$ cat src/rtl/serial_rx_pkg.sv
package serial_rx_pkg;

   typedef enum logic [1:0] {
      RX_IDLE  = 2'd0,
      RX_START = 2'd1,
      RX_DATA  = 2'd2,
      RX_STOP  = 2'd3
   } rx_phase_e;

endpackage

$ cat src/rtl/rx_line_sync.sv
// Brings the asynchronous line into the clock domain and flags high-to-low steps.
module rx_line_sync #(
   parameter int STAGES = 2
) (
   input  logic clk,
   input  logic rst,
   input  logic line_i,
   output logic line_o,
   output logic fall_o
);

   logic [STAGES-1:0] chain_q;
   logic              prev_q;

   generate
      if (STAGES < 2) begin : g_bad_stages
         $error("rx_line_sync: STAGES must be at least 2");
      end
   endgenerate

   always_ff @(posedge clk) begin
      if (rst) chain_q[0] <= 1'b1;
      else     chain_q[0] <= line_i;
   end

   generate
      for (genvar g = 1; g < STAGES; g++) begin : g_stage
         always_ff @(posedge clk) begin
            if (rst) chain_q[g] <= 1'b1;
            else     chain_q[g] <= chain_q[g-1];
         end
      end
   endgenerate

   always_ff @(posedge clk) begin
      if (rst) prev_q <= 1'b1;
      else     prev_q <= chain_q[STAGES-1];
   end

   assign line_o = chain_q[STAGES-1];
   assign fall_o = prev_q & ~chain_q[STAGES-1];

endmodule

$ cat src/rtl/rx_bit_timer.sv
// Down-counter: load sets a start value, it then counts to zero and holds there.
module rx_bit_timer #(
   parameter int WIDTH = 9
) (
   input  logic             clk,
   input  logic             rst,
   input  logic             load_i,
   input  logic [WIDTH-1:0] value_i,
   output logic [WIDTH-1:0] count_o,
   output logic             zero_o
);

   logic [WIDTH-1:0] cnt_q;

   always_ff @(posedge clk) begin
      if (rst)                cnt_q <= '0;
      else if (load_i)        cnt_q <= value_i;
      else if (cnt_q != '0)   cnt_q <= cnt_q - 1'b1;
   end

   assign count_o = cnt_q;
   assign zero_o  = (cnt_q == '0);

endmodule

$ cat src/rtl/rx_shift_assembler.sv
// Shifts bits in from the top so that the first bit ends in bit 0.
module rx_shift_assembler #(
   parameter int WIDTH = 8
) (
   input  logic             clk,
   input  logic             rst,
   input  logic             shift_i,
   input  logic             bit_i,
   output logic [WIDTH-1:0] word_o
);

   logic [WIDTH-1:0] word_q;

   generate
      if (WIDTH == 1) begin : g_single
         always_ff @(posedge clk) begin
            if (rst)          word_q <= '0;
            else if (shift_i) word_q <= bit_i;
         end
      end else begin : g_multi
         always_ff @(posedge clk) begin
            if (rst)          word_q <= '0;
            else if (shift_i) word_q <= {bit_i, word_q[WIDTH-1:1]};
         end
      end
   endgenerate

   assign word_o = word_q;

endmodule

$ cat src/rtl/serial_byte_rx.sv
module serial_byte_rx
   import serial_rx_pkg::*;
#(
   parameter int CLKS_PER_BIT = 434,
   parameter int DATA_BITS    = 8,
   parameter int SYNC_STAGES  = 2
) (
   input  logic                 clk,
   input  logic                 rst,
   input  logic                 serial_i,
   output logic [DATA_BITS-1:0] byte_o,
   output logic                 byte_valid_o,
   output logic                 frame_err_o
);

   localparam int CNT_W = $clog2(CLKS_PER_BIT);
   localparam int IDX_W = (DATA_BITS > 1) ? $clog2(DATA_BITS) : 1;
   localparam logic [CNT_W-1:0] FULL_RELOAD = CNT_W'(CLKS_PER_BIT - 1);
   localparam logic [CNT_W-1:0] HALF_RELOAD = CNT_W'(CLKS_PER_BIT / 2 - 1);
   localparam logic [IDX_W-1:0] LAST_IDX    = IDX_W'(DATA_BITS - 1);

   generate
      if (CLKS_PER_BIT < 4) begin : g_bad_clks
         $error("serial_byte_rx: CLKS_PER_BIT must be at least 4");
      end
      if (DATA_BITS < 1) begin : g_bad_bits
         $error("serial_byte_rx: DATA_BITS must be at least 1");
      end
   endgenerate

   logic             line_s;
   logic             fall;
   logic             tick;
   logic [CNT_W-1:0] bit_count;
   logic             tmr_load;
   logic [CNT_W-1:0] tmr_value;
   logic             shift_en;
   logic [DATA_BITS-1:0] word;

   rx_phase_e        phase_q, phase_d;
   logic [IDX_W-1:0] idx_q;
   logic [DATA_BITS-1:0] byte_q;
   logic             valid_q;
   logic             ferr_q;
   logic             stop_read;

   rx_line_sync #(.STAGES(SYNC_STAGES)) u_sync (
      .clk    (clk),
      .rst    (rst),
      .line_i (serial_i),
      .line_o (line_s),
      .fall_o (fall)
   );

   rx_bit_timer #(.WIDTH(CNT_W)) u_timer (
      .clk     (clk),
      .rst     (rst),
      .load_i  (tmr_load),
      .value_i (tmr_value),
      .count_o (bit_count),
      .zero_o  (tick)
   );

   rx_shift_assembler #(.WIDTH(DATA_BITS)) u_asm (
      .clk     (clk),
      .rst     (rst),
      .shift_i (shift_en),
      .bit_i   (line_s),
      .word_o  (word)
   );

   always_comb begin
      phase_d   = phase_q;
      tmr_load  = 1'b0;
      tmr_value = FULL_RELOAD;
      shift_en  = 1'b0;
      unique case (phase_q)
         RX_IDLE: begin
            if (fall) begin
               phase_d   = RX_START;
               tmr_load  = 1'b1;
               tmr_value = HALF_RELOAD;
            end
         end
         RX_START: begin
            if (tick) begin
               if (!line_s) begin
                  phase_d  = RX_DATA;
                  tmr_load = 1'b1;
               end else begin
                  phase_d  = RX_IDLE;
               end
            end
         end
         RX_DATA: begin
            if (tick) begin
               shift_en = 1'b1;
               tmr_load = 1'b1;
               if (idx_q == LAST_IDX) phase_d = RX_STOP;
            end
         end
         RX_STOP: begin
            if (tick) phase_d = RX_IDLE;
         end
         default: phase_d = RX_IDLE;
      endcase
   end

   assign stop_read = (phase_q == RX_STOP) && tick;

   always_ff @(posedge clk) begin
      if (rst) begin
         phase_q <= RX_IDLE;
         idx_q   <= '0;
         byte_q  <= '0;
         valid_q <= 1'b0;
         ferr_q  <= 1'b0;
      end else begin
         phase_q <= phase_d;
         valid_q <= stop_read;
         ferr_q  <= stop_read & ~line_s;
         if (stop_read) byte_q <= word;
         if (phase_q == RX_START) idx_q <= '0;
         else if (phase_q == RX_DATA && tick) idx_q <= idx_q + 1'b1;
      end
   end

   assign byte_o       = byte_q;
   assign byte_valid_o = valid_q;
   assign frame_err_o  = ferr_q;

endmodule

$ cat config.mk
export PLATFORM = sky130hd
export DESIGN_NAME = serial_byte_rx
export DESIGN_NICKNAME = d
export VERILOG_FILES = /design/src/rtl/serial_rx_pkg.sv /design/src/rtl/rx_line_sync.sv /design/src/rtl/rx_bit_timer.sv /design/src/rtl/rx_shift_assembler.sv /design/src/rtl/serial_byte_rx.sv
export SDC_FILE = /design/constraint.sdc
export NUM_CORES = 1
export LEC_CHECK = 0
export BUFFER_PORTS_ARGS = -buffer_cell sky130_fd_sc_hd__buf_2
export CORE_UTILIZATION = 35
export CTS_CLUSTER_DIAMETER = 50
export DETAILED_ROUTE_END_ITERATION = 10
export GPL_TIMING_DRIVEN = 0
export PLACE_DENSITY = 0.58
export SYNTH_ARGS = -nofsm -noshare
export SYNTH_HDL_FRONTEND = slang
export SYNTH_SLANG_ARGS = --single-unit
$ cat constraint.sdc
create_clock -name clk -period 2.8 [get_ports clk]
set_input_delay 0.42 -clock clk [delete_from_list [all_inputs] [get_ports clk]]
set_output_delay 0.42 -clock clk [all_outputs]
set_load 0.05 [all_outputs]
Word-level counts from Yosys, hierarchy flattened
Index checks and enable logic that the tools add are counted.
{ "totals": {"register_bits": 35, "in_bits": 3, "output_inout_bits": 10, "elab_cells": 49} }
{ "classes": {"add_sub_neg": 2, "n_eq_ne": 9, "muxes": 17, "bitwise": 3, "reduce_logical": 8} }
{ "ops": {"columns": ["op", "n"], "rows": [
  ["9-bit two-way mux", 4],
  ["2-bit two-way mux", 6],
  ["2-bit inequality test (second input constant)", 5],
  ["9-bit logical NOT", 1],
  ["9-bit nonzero test", 1],
  ["9-bit by 1-bit subtractor with 9-bit output (second input constant)", 1],
  ["2-bit case mux with 4 select lines", 1],
  ["1-bit two-way mux", 5],
  ["5-bit AND reduction", 1],
  ["2-bit equality test (second input constant)", 2],
  ["3-bit by 1-bit adder with 3-bit output (second input constant)", 1],
  ["3-bit equality test (second input constant)", 1],
  ["1-bit case mux with 3 select lines", 1],
  ["1-bit bitwise AND", 2],
  ["2-bit by 1-bit equality test with 1-bit output (second input constant)", 1],
  ["1-bit logical AND", 2],
  ["2-bit logical NOT", 1],
  ["2-bit nonzero test", 1],
  ["2-bit OR reduction", 1],
  ["1-bit NOT", 1]
]} }

Logic depth before layout (Yosys ltp)
Gate-level depths: netlist (run 1).
{ "logic_depth": {"depth_word": 5, "mapped_depth": 7, "mapped_depth_nobuf": 6} }

Modules after synthesis
From an unflattened synthesis (run 1), not the netlist that was laid out.
{ "unflattened": {"hier_cells": 177, "hier_area_um2": 1552.7} }
{ "by_module_without_submodules": {"columns": ["module", "instances", "cells_each", "area_each_um2", "seq_area_each_um2"], "rows": [
  ["serial_byte_rx", 1, 82, 668.1, 300.3],
  ["rx_bit_timer", 1, 62, 514.2, 180.2],
  ["rx_shift_assembler", 1, 26, 285.3, 160.2],
  ["rx_line_sync", 1, 7, 85.1, 60.1]
]} }

Worst setup path before layout (run 1)
Ideal clock, no wire load.
{ "synth_timing": {"path_kind": "flip-flop to flip-flop", "startpoint": "register u_timer.cnt_q[0] (netlist: u_timer.count_o[0])", "endpoint": "register u_timer.cnt_q[8] (netlist: u_timer.count_o[8])", "setup_ns": 0.066, "t_arrival_ns": 1.902, "t_required_ns": 2.734, "slack_ns": 0.832, "path_stages_with_launch": 7, "path_buffers": 0, "period_less_slack_ns": 1.968, "cell_sequence": "dfxtp_1 -> inv_1 -> ha_1 -> or4b_4 -> or4_1 -> or3_1 -> a21oi_2"} }
{ "synth_between": {"elab_chain_cells": 4, "elab_cells_between_ends": 9, "classes_between": "1 x add/sub; 5 x mux; 3 x reduce/logical"} }
{ "synth_lines": {"columns": ["element", "line", "text"], "rows": [
  ["from (decl)", "rx_bit_timer.sv:13", "logic [WIDTH-1:0] cnt_q;"],
  ["from (signal assigned)", "rx_bit_timer.sv:17", "else if (load_i) cnt_q <= value_i;"],
  ["from (signal assigned)", "rx_bit_timer.sv:18", "else if (cnt_q != '0) cnt_q <= cnt_q - 1'b1;"],
  ["branches (longest 4 deep; another with 9-bit by 1-bit subtractor with 9-bit output)", null, null]
]} }
Parallel ways; which one is timed is not known. The select of a mux whose other input is x is not followed.
A chain may end at the register's enable or synchronous reset.

Final worst setup path (run 1)
{ "layout_timing": {"startpoint": "register u_timer.cnt_q[0] (netlist: u_timer.count_o[0])", "endpoint": "register idx_q[2]"} }
{ "layout_between": {"elab_chain_cells": 2} }
{ "layout_lines": {"columns": ["element", "line", "text"], "rows": [
  ["9-bit logical NOT", "rx_bit_timer.sv:22", "assign zero_o = (cnt_q == '0);"],
  ["1-bit logical AND", "serial_byte_rx.sv:124", "else if (phase_q == RX_DATA && tick) idx_q <= idx_q + 1'b1;"],
  ["to (signal assigned)", "serial_byte_rx.sv:124", null],
  ["to (decl)", "serial_byte_rx.sv:41", "logic [IDX_W-1:0] idx_q;"]
]} }
Every way passes these cells.

==> results of run 1 <==
==> final cells by class <==
cell class	instances	area, sq um	area share
Clock buffer	6	72.6	0.0420
Tap cell	50	62.6	0.0362
Sequential cell	35	701	0.405
Multi-Input combinational cell	113	712	0.412
Timing Repair Buffer	12	60.1	0.0347
Inverter	8	30.0	0.0174
Clock inverter	2	60.1	0.0347
Buffer	8	31.3	0.0181
==> worst max-delay path, stage by stage (launching register included) <==
cell and delay [ns]:
dfxtp_1 0.32, inv_1 0.10, ha_1 0.27, nor4b_2 0.52
nand2_1 0.30, o21ai_0 0.43, o32ai_1 0.13
==> per-stage QoR <==
step / cell area, sq um / hold WS, ns
floorplan: 1470 / 0.389
global placement: 1600 / 0.397
detailed placement: 1600 / 0.403
CTS: 1730 / 0.305
global route: 1730 / 0.305
finish: 1730 / 0.310
==> logic make-up (layout without fill, tap and decap cells) <==
kind of cell,after synthesis,after routing
and+or+nand+nor,65,65
adders and majority gates,3,3
muxes,12,12
DFF,35,35
AOI/OAI and AO/OA,32,32
buffers and inverters,16,36
xor gates and xnor gates,1,1
==> worst max path at each step <==
| stage | from | end | cells after the start |
|---|---|---|---|
| final | u_timer.count_o[0]$_SDFFE_PP0P_ | idx_q[2]$_SDFFE_PP0P_ | 6 |
| after floorplan | u_timer.count_o[0]$_SDFFE_PP0P_ | u_timer.count_o[8]$_SDFFE_PP0P_ | 6 |
| after global placement | u_timer.count_o[0]$_SDFFE_PP0P_ | byte_o[2]$_SDFFE_PP0N_ | 7 |
| after CTS | u_timer.count_o[0]$_SDFFE_PP0P_ | idx_q[2]$_SDFFE_PP0P_ | 6 |
| after global routing | u_timer.count_o[0]$_SDFFE_PP0P_ | idx_q[2]$_SDFFE_PP0P_ | 6 |
| after detailed placement | u_timer.count_o[0]$_SDFFE_PP0P_ | idx_q[2]$_SDFFE_PP0P_ | 6 |
==> routing by layer <==
metal | track usage | vias up
li1 | - | 620
met1 | 0.205 | 573
met2 | 0.268 | 18
met3 | 0.0479 | 7
met4 | 0.0638 | 0
met5 | 0 | -
==> power by group through the flow <==
stage               logic [mW]  registers, mW  clock network [mW]
global route             0.473          0.616               0.572
CTS                      0.417          0.608               0.550
detailed placement       0.413          0.617                   0
finish                   0.417          0.610               0.541
global placement         0.401          0.613                   0
floorplan                0.326          0.601                   0
==> layout by cell type (no fill, tap or decap), types with 2 or more instances in the layout <==
cell,count
mux2i_1,11
bufinv_16,2
or4_2,2
o32ai_1,3
o22a_1,2
dfxtp_1,35
nor2_1,19
o21ai_0,4
clkbuf_1,8
or4_1,2
nor4_1,2
clkbuf_8,5
a21oi_1,17
or2_2,5
nand2_1,11
nand3_1,12
inv_1,8
or3_1,2
nand3b_1,2
ha_1,3
buf_2,13
==> sequential cells by signal, summed over array words and instances, names as in the netlist, named ones only <==
register,cells
u_asm.word_o,8
u_sync.chain_q,1
u_timer.count_o,9
u_sync.prev_q,1
phase_q,1
byte_valid_o,1
idx_q,3
frame_err_o,1
u_sync.line_o,1
byte_o,8
==> cell usage after synthesis, types with 2 or more instances <==
cell type  count
or3_1          2
nor2_1        19
inv_1          8
nor4_1         2
nand3_1       12
o22a_1         2
nand3b_1       2
ha_1           3
or2_2          5
o32ai_1        3
dfxtp_1       35
or4_1          2
or4_2          2
nand2_1       11
o21ai_0        4
a21oi_1       17
mux2i_1       11
clkbuf_1       7
==> flow_metrics.env, run 1 <==
export IMPL_ff2ff_path_depth=6
export IMPL_reg2reg_to="idx_q[2]$_SDFFE_PP0P_"
export IMPL_gp_congestion=0.797
export IMPL_num_fill_cells=398
export IMPL_htreeDepth=2
export IMPL_timing_rr_start="u_timer.count_o[0]$_SDFFE_PP0P_"
export IMPL_synth_edff_count=0
export IMPL_first_global_vias=1177
export IMPL_die_h_um=66.9
export IMPL_drive_gt1_frac=0.168
export IMPL_pwr_share_seq=0.389
export IMPL_wl_mm=3.19
export IMPL_dpl_cell_count=226
export IMPL_p_sw_frac=0.313
export IMPL_ys_seq_area_frac=0.475
export IMPL_tritoncts="built"
export IMPL_finalSetupTns_ns=0
export IMPL_leakagePower_nw=0.724
export IMPL_dp_slack_ns=0.650
export IMPL_finalNetCount=189
export IMPL_wl_per_cell_um=13.6
export IMPL_die_w_um=66.9
export IMPL_syn_inst=164
export IMPL_synth_ff_type="dfxtp_1"
export IMPL_antennaDiodeCount=0
export IMPL_via_per_inst=5.21
export IMPL_final_max_slew_violation_count=0
export IMPL_path_class="reg2reg"
export IMPL_cts_setup_buffers=0
export IMPL_ys_top_cells_by_area="dfxtp_1 (48%), mux2i_1 (7.5%), a21oi_1 (5.8%), nor2_1 (4.8%), nand3_1 (4.1%)"
export IMPL_yosysTopAreaCell="dfxtp_1"
export IMPL_total_power_mw=1.57
export IMPL_synthMuxAreaShare=0.0823
export IMPL_period_share=0.789
export IMPL_hp_class="in2reg"
export IMPL_layoutNonFillerInstCount=234
export IMPL_synthAdderAreaFrac=0.0255
export IMPL_syn_to_final_growth_pct=17.3
export IMPL_regToRegSetupSlack_ns=0.59
export IMPL_finalSetupViolations=0
export IMPL_start_kind="flip-flop"
export IMPL_hold_start="serial_i"
export IMPL_tightest_slew_ns=1.17
export IMPL_ys_ff_latch=35
export IMPL_row_count=23
export IMPL_clock_tree_buffer_depth=2
export IMPL_clockRootBuffer="clkbuf_8"
export IMPL_min_period_ns=2.21
export IMPL_cp_required_ns=2.96
export IMPL_worst_slack_ns=0.590
export IMPL_synth_xor_area_share=0.00594
export IMPL_antenna_found_initial=0
export IMPL_async_reset_ff_frac=0
export IMPL_firstDrtPassIters=4
export IMPL_outcome="finished, final reports clean"
export IMPL_antenna_left=0
export IMPL_synth_area_per_cell_sq_um=8.99
export IMPL_grt_start_max_net_pins=12
export IMPL_synth_area_sq_um=1470
export IMPL_p_sw_mw=0.491
export IMPL_top_layer_used="met4"
export IMPL_worstPathMaxFanout=6
export IMPL_route_met2_wl_mm=1.52
export IMPL_clock_sinks=35
export IMPL_vias=1218
export IMPL_synthDistinctLibCells=35
export IMPL_fp_dieArea_sq_um=4470
export IMPL_wl_met1_mm=1.51
export IMPL_maxSlewHeadroom=0.211
export IMPL_grt_pass1_wl_mm=5.51
export IMPL_rsz0062_at_grt="false"
export IMPL_synth_nets=170
export IMPL_holdPathEnd="u_sync.chain_q[0]$_SDFF_PP1_"
export IMPL_postCtsHoldBufs=0
export IMPL_start_util=0.366
export IMPL_core_sq_um=4030
export IMPL_drtIter0Drc=37
export IMPL_p_int_mw=1.08
export IMPL_ir_worst_vdd_mv=0.374
export IMPL_maxCapViolCount=0
export IMPL_grt_use_total=0.166
export IMPL_p_clk_frac=0.345
export IMPL_synth_compound_area_share=0.133
export IMPL_pwr_share_comb=0.266
export IMPL_cts_resized=0
export IMPL_hold_depth=2
export IMPL_power_density_nw_per_um2=907
export IMPL_yosys_warnings=0
export IMPL_yosysTopAreaCellShare=0.475
export IMPL_wl_met3_um=108
export IMPL_final_util=0.429
export IMPL_drc_errors=0
export IMPL_synthSimpleGateAreaFrac=0.236
export IMPL_max_freq_mhz=453
export IMPL_ioPinCount=13
export IMPL_endpoint_kind="flip-flop"
export IMPL_port_buffers=12
export IMPL_synth_top_family_by_area="simple AND/OR/NAND/NOR gates"
export IMPL_clkTransAtPathRegs_ns=0.07
export IMPL_hpwlAfterDp_mm=2.19
export IMPL_hold_violations=0
export IMPL_skew_ns=0.00217
export IMPL_arrival_ns=2.37
export IMPL_cts_buffers=5
export IMPL_grt_ovfl_total=0
export IMPL_clk_latency_ns=0.29
Power figures use the tool's default switching activity.
==> run 2: changes to the inputs <==
==> constraint.sdc (replaced) <==
create_clock -name clk -period 2.3 [get_ports clk]
set_input_delay 0.345 -clock clk [delete_from_list [all_inputs] [get_ports clk]]
set_output_delay 0.345 -clock clk [all_outputs]
set_load 0.05 [all_outputs]
==> flow_metrics.env, run 2 (synthesis results as in run 1) <==
export IMPL_final_max_slew_violation_count=0
export IMPL_antenna_left=0
export IMPL_clock_sinks=35
export IMPL_syn_to_final_growth_pct=18.3
export IMPL_wl_per_cell_um=13.6
export IMPL_period_share=0.939
export IMPL_die_w_um=66.9
export IMPL_grt_use_total=0.166
export IMPL_port_buffers=12
export IMPL_worstPathMaxFanout=6
export IMPL_largest_reg_flops=9
export IMPL_path_class="reg2reg"
export IMPL_cp_required_ns=2.53
export IMPL_htreeDepth=2
export IMPL_postCtsHoldBufs=0
export IMPL_p_sw_frac=0.313
export IMPL_grt_ovfl_total=0
export IMPL_hp_class="in2reg"
export IMPL_final_common_cell="dfxtp_1"
export IMPL_antennaDiodeCount=0
export IMPL_row_count=23
export IMPL_max_freq_mhz=463
export IMPL_leakagePower_nw=0.732
export IMPL_start_util=0.366
export IMPL_finalSetupTns_ns=0
export IMPL_regArea_sq_um=701
export IMPL_min_period_ns=2.16
export IMPL_skew_ns=0.00215
export IMPL_clockRootBuffer="clkbuf_8"
export IMPL_pwr_share_seq=0.388
export IMPL_cts_setup_buffers=0
export IMPL_cp_cell_sequence="inv_1, ha_1, or4b_4, or4_1, or3_1, a21oi_2"
export IMPL_multi_input_area_sq_um=727
export IMPL_drc_errors=0
export IMPL_endpoint_kind="flip-flop"
export IMPL_rsz0062_at_grt="false"
export IMPL_start_kind="flip-flop"
export IMPL_p_clk_frac=0.341
export IMPL_fp_dieArea_sq_um=4470
export IMPL_grt_start_max_net_pins=12
export IMPL_outcome="finished, final reports clean"
export IMPL_cts_resized=0
export IMPL_cp_slowest_cell="or4b_4"
export IMPL_p_int_mw=1.33
export IMPL_drtIter0Drc=37
export IMPL_final_util=0.433
export IMPL_hpwlAfterDp_mm=2.19
export IMPL_holdWs_ns=0.236
export IMPL_via_per_inst=5.22
export IMPL_critical_path_buf_inv_count=1
export IMPL_ir_worst_vdd_mv=0.456
export IMPL_antenna_found_initial=0
export IMPL_finalSetupViolations=0
export IMPL_maxSlewHeadroom=0.203
export IMPL_hold_violations=0
export IMPL_pwr_share_comb=0.271
export IMPL_die_h_um=66.9
export IMPL_drive_gt1_frac=0.174
export IMPL_clkTransAtPathRegs_ns=0.07
export IMPL_ioPinCount=13
export IMPL_p_sw_mw=0.607
export IMPL_num_fill_cells=393
export IMPL_grt_pass1_wl_mm=5.51
export IMPL_most_common_layout_cells="dfxtp_1 (35), nor2_1 (19), a21oi_1 (17)"
export IMPL_path_delay_family="simple AND/OR/NAND/NOR gates"
export IMPL_gp_congestion=0.797
export IMPL_core_sq_um=4030
export IMPL_cpPeakStageDelay_ns=0.52
export IMPL_first_global_vias=1177
export IMPL_clk_latency_ns=0.29
export IMPL_finalNetCount=189
export IMPL_clock_tree_buffer_depth=2
export IMPL_vias=1222
export IMPL_wl_mm=3.19
export IMPL_arrival_ns=2.39
export IMPL_cts_buffers=5
export IMPL_power_density_nw_per_um2=1110
export IMPL_maxCapViolCount=0
export IMPL_tightest_slew_ns=1.18
export IMPL_tritoncts="built"
export IMPL_firstDrtPassIters=4
-- run 2: worst paths after layout --
check                                  startpoint                         endpoint  slack (ns)  cells past startpoint
setup reg to reg  u_timer.count_o[0]$_SDFFE_PP0P_  u_timer.count_o[8]$_SDFFE_PP0P_        0.14                      6
setup / recovery  u_timer.count_o[0]$_SDFFE_PP0P_  u_timer.count_o[8]$_SDFFE_PP0P_        0.14                      6
hold reg to reg      u_sync.chain_q[0]$_SDFF_PP1_         u_sync.line_o$_SDFF_PP1_        0.42                      1
hold / removal                           serial_i     u_sync.chain_q[0]$_SDFF_PP1_        0.24                      2
-- run 2: worst register-to-register path: stages, from the launching register on --
cell     delay [ns]
dfxtp_1        0.33
inv_1          0.10
ha_1           0.28
or4b_4         0.52
or4_1          0.42
or3_1          0.33
a21oi_2        0.12
-- run 2: layer usage --
layer / vias to the layer above / wire (um) / share of wire / global-route usage
met2: 23 / 1500 / 0.47 / 0.268
li1: 621 / - / - / -
met3: 6 / 136 / 0.043 / 0.0479
met5: - / 0 / 0 / 0
met1: 572 / 1500 / 0.47 / 0.205
met4: 0 / 53 / 0.017 / 0.0638
-- run 2: cell type report --
cell class / instances / share of cell area
timing repair buffer: 12 / 0.0344
tap: 50 / 0.0359
clock buffer: 6 / 0.0416
sequential: 35 / 0.402
buffer: 8 / 0.0179
inverter: 8 / 0.0172
clock inverter: 2 / 0.0344
multi-input combinational: 113 / 0.417
-- run 2: power by group through the flow --
stage               combinational, mW  sequential, mW  clock [mW]
floorplan                       0.397           0.732           0
global placement                0.488           0.746           0
detailed placement              0.503           0.751           0
CTS                             0.507           0.740       0.669
global route                    0.594           0.760       0.697
finish                          0.526           0.751       0.660
-- run 2: through the flow --
step | area (sq um) | total power, mW | setup slack (ns) | instances
after floorplan | 1470 | 1.13 | 0.332 | 164
after global routing | 1740 | 2.05 | 0.0590 | 234
after global placement | 1600 | 1.23 | 0.216 | 226
after detailed placement | 1600 | 1.25 | 0.150 | 226
after CTS | 1730 | 1.92 | 0.124 | 234
final | 1740 | 1.94 | 0.140 | 234
==> run 3: changes to the inputs <==
--- a/config.mk
+++ b/config.mk
@@ -6,11 +6,13 @@
 export NUM_CORES = 1
 export LEC_CHECK = 0
 export BUFFER_PORTS_ARGS = -buffer_cell sky130_fd_sc_hd__buf_2
+export CORE_MARGIN = 2
 export CORE_UTILIZATION = 35
 export CTS_CLUSTER_DIAMETER = 50
 export DETAILED_ROUTE_END_ITERATION = 10
 export GPL_TIMING_DRIVEN = 0
 export PLACE_DENSITY = 0.58
+export REMOVE_ABC_BUFFERS = 1
 export SYNTH_ARGS = -nofsm -noshare
 export SYNTH_HDL_FRONTEND = slang
 export SYNTH_SLANG_ARGS = --single-unit
==> flow_metrics.env, run 3 (synthesis results as in run 1) <==
export IMPL_outcome="finished, final reports clean"
export IMPL_num_fill_cells=418
export IMPL_fp_dieArea_sq_um=4750
export IMPL_vias=1196
export IMPL_p_clk_frac=0.250
export IMPL_power_density_nw_per_um2=995
export IMPL_holdWs_ns=0.242
export IMPL_ir_worst_vdd_mv=0.381
export IMPL_p_sw_mw=0.565
export IMPL_wl_mm=2.88
export IMPL_start_kind="flip-flop"
export IMPL_clkTransAtPathRegs_ns=0.07
export IMPL_final_max_slew_violation_count=0
export IMPL_clock_tree_buffer_depth=2
export IMPL_worstPathMaxFanout=7
export IMPL_firstDrtPassIters=4
export IMPL_finalSetupTns_ns=0
export IMPL_final_cell_area_sq_um=1660
export IMPL_gp_congestion=0.728
export IMPL_min_period_ns=2.11
export IMPL_antenna_left=0
export IMPL_finalSetupViolations=0
export IMPL_path_class="reg2reg"
export IMPL_syn_to_final_growth_pct=12.4
export IMPL_start_util=0.366
export IMPL_grt_ovfl_total=0
export IMPL_pwr_share_comb=0.301
export IMPL_first_global_vias=1087
export IMPL_rsz0062_at_grt="false"
export IMPL_ioPinCount=13
export IMPL_hp_class="in2reg"
export IMPL_core_sq_um=4030
export IMPL_cpPeakStageDelay_ns=0.78
export IMPL_port_buffers=12
export IMPL_antenna_found_initial=0
export IMPL_use_met1=0.165
export IMPL_finalNetCount=182
export IMPL_leakagePower_nw=0.692
export IMPL_grt_use_met2=0.221
export IMPL_drtIter0Drc=51
export IMPL_place_area_sq_um=1570
export IMPL_skew_ns=0.00406
export IMPL_via_per_inst=5.27
export IMPL_layoutNonFillerInstCount=227
export IMPL_reg2reg_to="idx_q[1]$_SDFFE_PP0P_"
export IMPL_final_common_cell="dfxtp_1"
export IMPL_grt_pass1_wl_mm=4.77
export IMPL_row_count=23
export IMPL_hpwlAfterDp_mm=2.04
export IMPL_tightest_slew_ns=1.19
export IMPL_cp_required_ns=2.45
export IMPL_maxCapViolCount=0
export IMPL_clockRootBuffer="clkbuf_8"
export IMPL_dpl_cell_count=218
export IMPL_period_share=0.917
export IMPL_max_freq_mhz=474
export IMPL_hold_violations=0
export IMPL_grt_use_total=0.138
export IMPL_clock_sinks=35
export IMPL_grt_start_max_net_pins=35
export IMPL_largest_reg_flops=9
export IMPL_p_sw_frac=0.343
export IMPL_maxSlewHeadroom=0.196
export IMPL_endpoint_kind="flip-flop"
export IMPL_path_delay_family="simple AND/OR/NAND/NOR gates"
export IMPL_drive_gt1_frac=0.175
export IMPL_antennaDiodeCount=0
export IMPL_holdPathEnd="u_sync.chain_q[0]$_SDFF_PP1_"
export IMPL_die_h_um=68.9
export IMPL_p_int_mw=1.08
export IMPL_postCtsHoldBufs=0
export IMPL_cp_slowest_cell="nor4_1"
export IMPL_cts_buffers=5
export IMPL_timing_rr_start="u_timer.count_o[5]$_SDFFE_PP0P_"
export IMPL_regToRegSetupSlack_ns=0.19
export IMPL_clk_latency_ns=0.28
export IMPL_htreeDepth=2
export IMPL_grt_busiest_layer="met2"
export IMPL_gr_usage_met3=0.0584
export IMPL_hold_start="serial_i"
export IMPL_cp_cell_sequence="nor4_1, nand2_1, o21ai_0, o32ai_1"
export IMPL_wl_per_cell_um=12.7
export IMPL_hold_depth=2
export IMPL_arrival_ns=2.26
export IMPL_drc_errors=0
export IMPL_ff2ff_path_depth=4
export IMPL_critical_path_buf_inv_count=0
export IMPL_pwr_share_seq=0.449
export IMPL_most_common_layout_cells="dfxtp_1 (35), nor2_1 (18), a21oi_1 (17)"
export IMPL_die_w_um=68.9
export IMPL_tritoncts="built"
run 3: cell types whose count changed in the layout (fill, tap and decap cells not counted):
cell       change
bufinv_16      -2
nor4_2         -1
buf_2          -1
clkbuf_1       -6
nor2_1         -1
nor4b_2        +1
buf_4          +1
clkinv_2       +1
nor2_2         +1
nor4b_4        -1
nor4_1         +1
run 3: metrics by stage:
step / util / power [mW] / worst slack [ns]
2_1_floorplan: - / 1.11 / 0.332
3_3_place_gp: 0.389 / 1.21 / 0.0108
4_1_cts: 0.411 / 1.67 / 0.192
3_5_place_dp: 0.389 / 1.24 / -0.0481
5_1_grt: 0.411 / 1.76 / 0.00137
6_report: 0.411 / 1.65 / 0.190
run 3: power groups by stage:
stage | sequential, mW | combinational, mW | clock [mW]
global placement | 0.747 | 0.460 | 0
floorplan | 0.734 | 0.377 | 0
CTS | 0.739 | 0.497 | 0.430
detailed placement | 0.753 | 0.488 | 0
global route | 0.753 | 0.544 | 0.459
finish | 0.741 | 0.496 | 0.412
run 3: metal layers:
layer  vias to the layer above  part of all wire
li1                        606                 -
met1                       558              0.48
met2                        28              0.47
met3                         4             0.048
met4                         0            0.0090
met5                         -                 0
run 3: how the worst max path moves through the flow:
stage                                                from                               to  cells after the start
after CTS                 u_timer.count_o[0]$_SDFFE_PP0P_          phase_q[0]$_SDFFE_PP0P_                      6
final                     u_timer.count_o[5]$_SDFFE_PP0P_            idx_q[1]$_SDFFE_PP0P_                      4
after global placement    u_timer.count_o[0]$_SDFFE_PP0P_           byte_o[7]$_SDFFE_PP0N_                      6
after global routing      u_timer.count_o[0]$_SDFFE_PP0P_            idx_q[1]$_SDFFE_PP0P_                      6
after floorplan           u_timer.count_o[0]$_SDFFE_PP0P_  u_timer.count_o[8]$_SDFFE_PP0P_                      6
after detailed placement  u_timer.count_o[0]$_SDFFE_PP0P_           byte_o[2]$_SDFFE_PP0N_                      6
run 3: final cells by class:
type                            count  area (sq um)  share of cell area
Inverter                            8          30.0              0.0181
Clock inverter                      1          5.00             0.00302
Timing Repair Buffer               13          67.6              0.0408
Sequential cell                    35           701               0.423
Clock buffer                        7          76.3              0.0461
Tap cell                           50          62.6              0.0378
Multi-Input combinational cell    113           714               0.431
run 3: timing repair:
action	in CTS	in global routing
buffers inserted	1	0
endpoints found under the setup margin	10	0
gates resized for setup	1	0
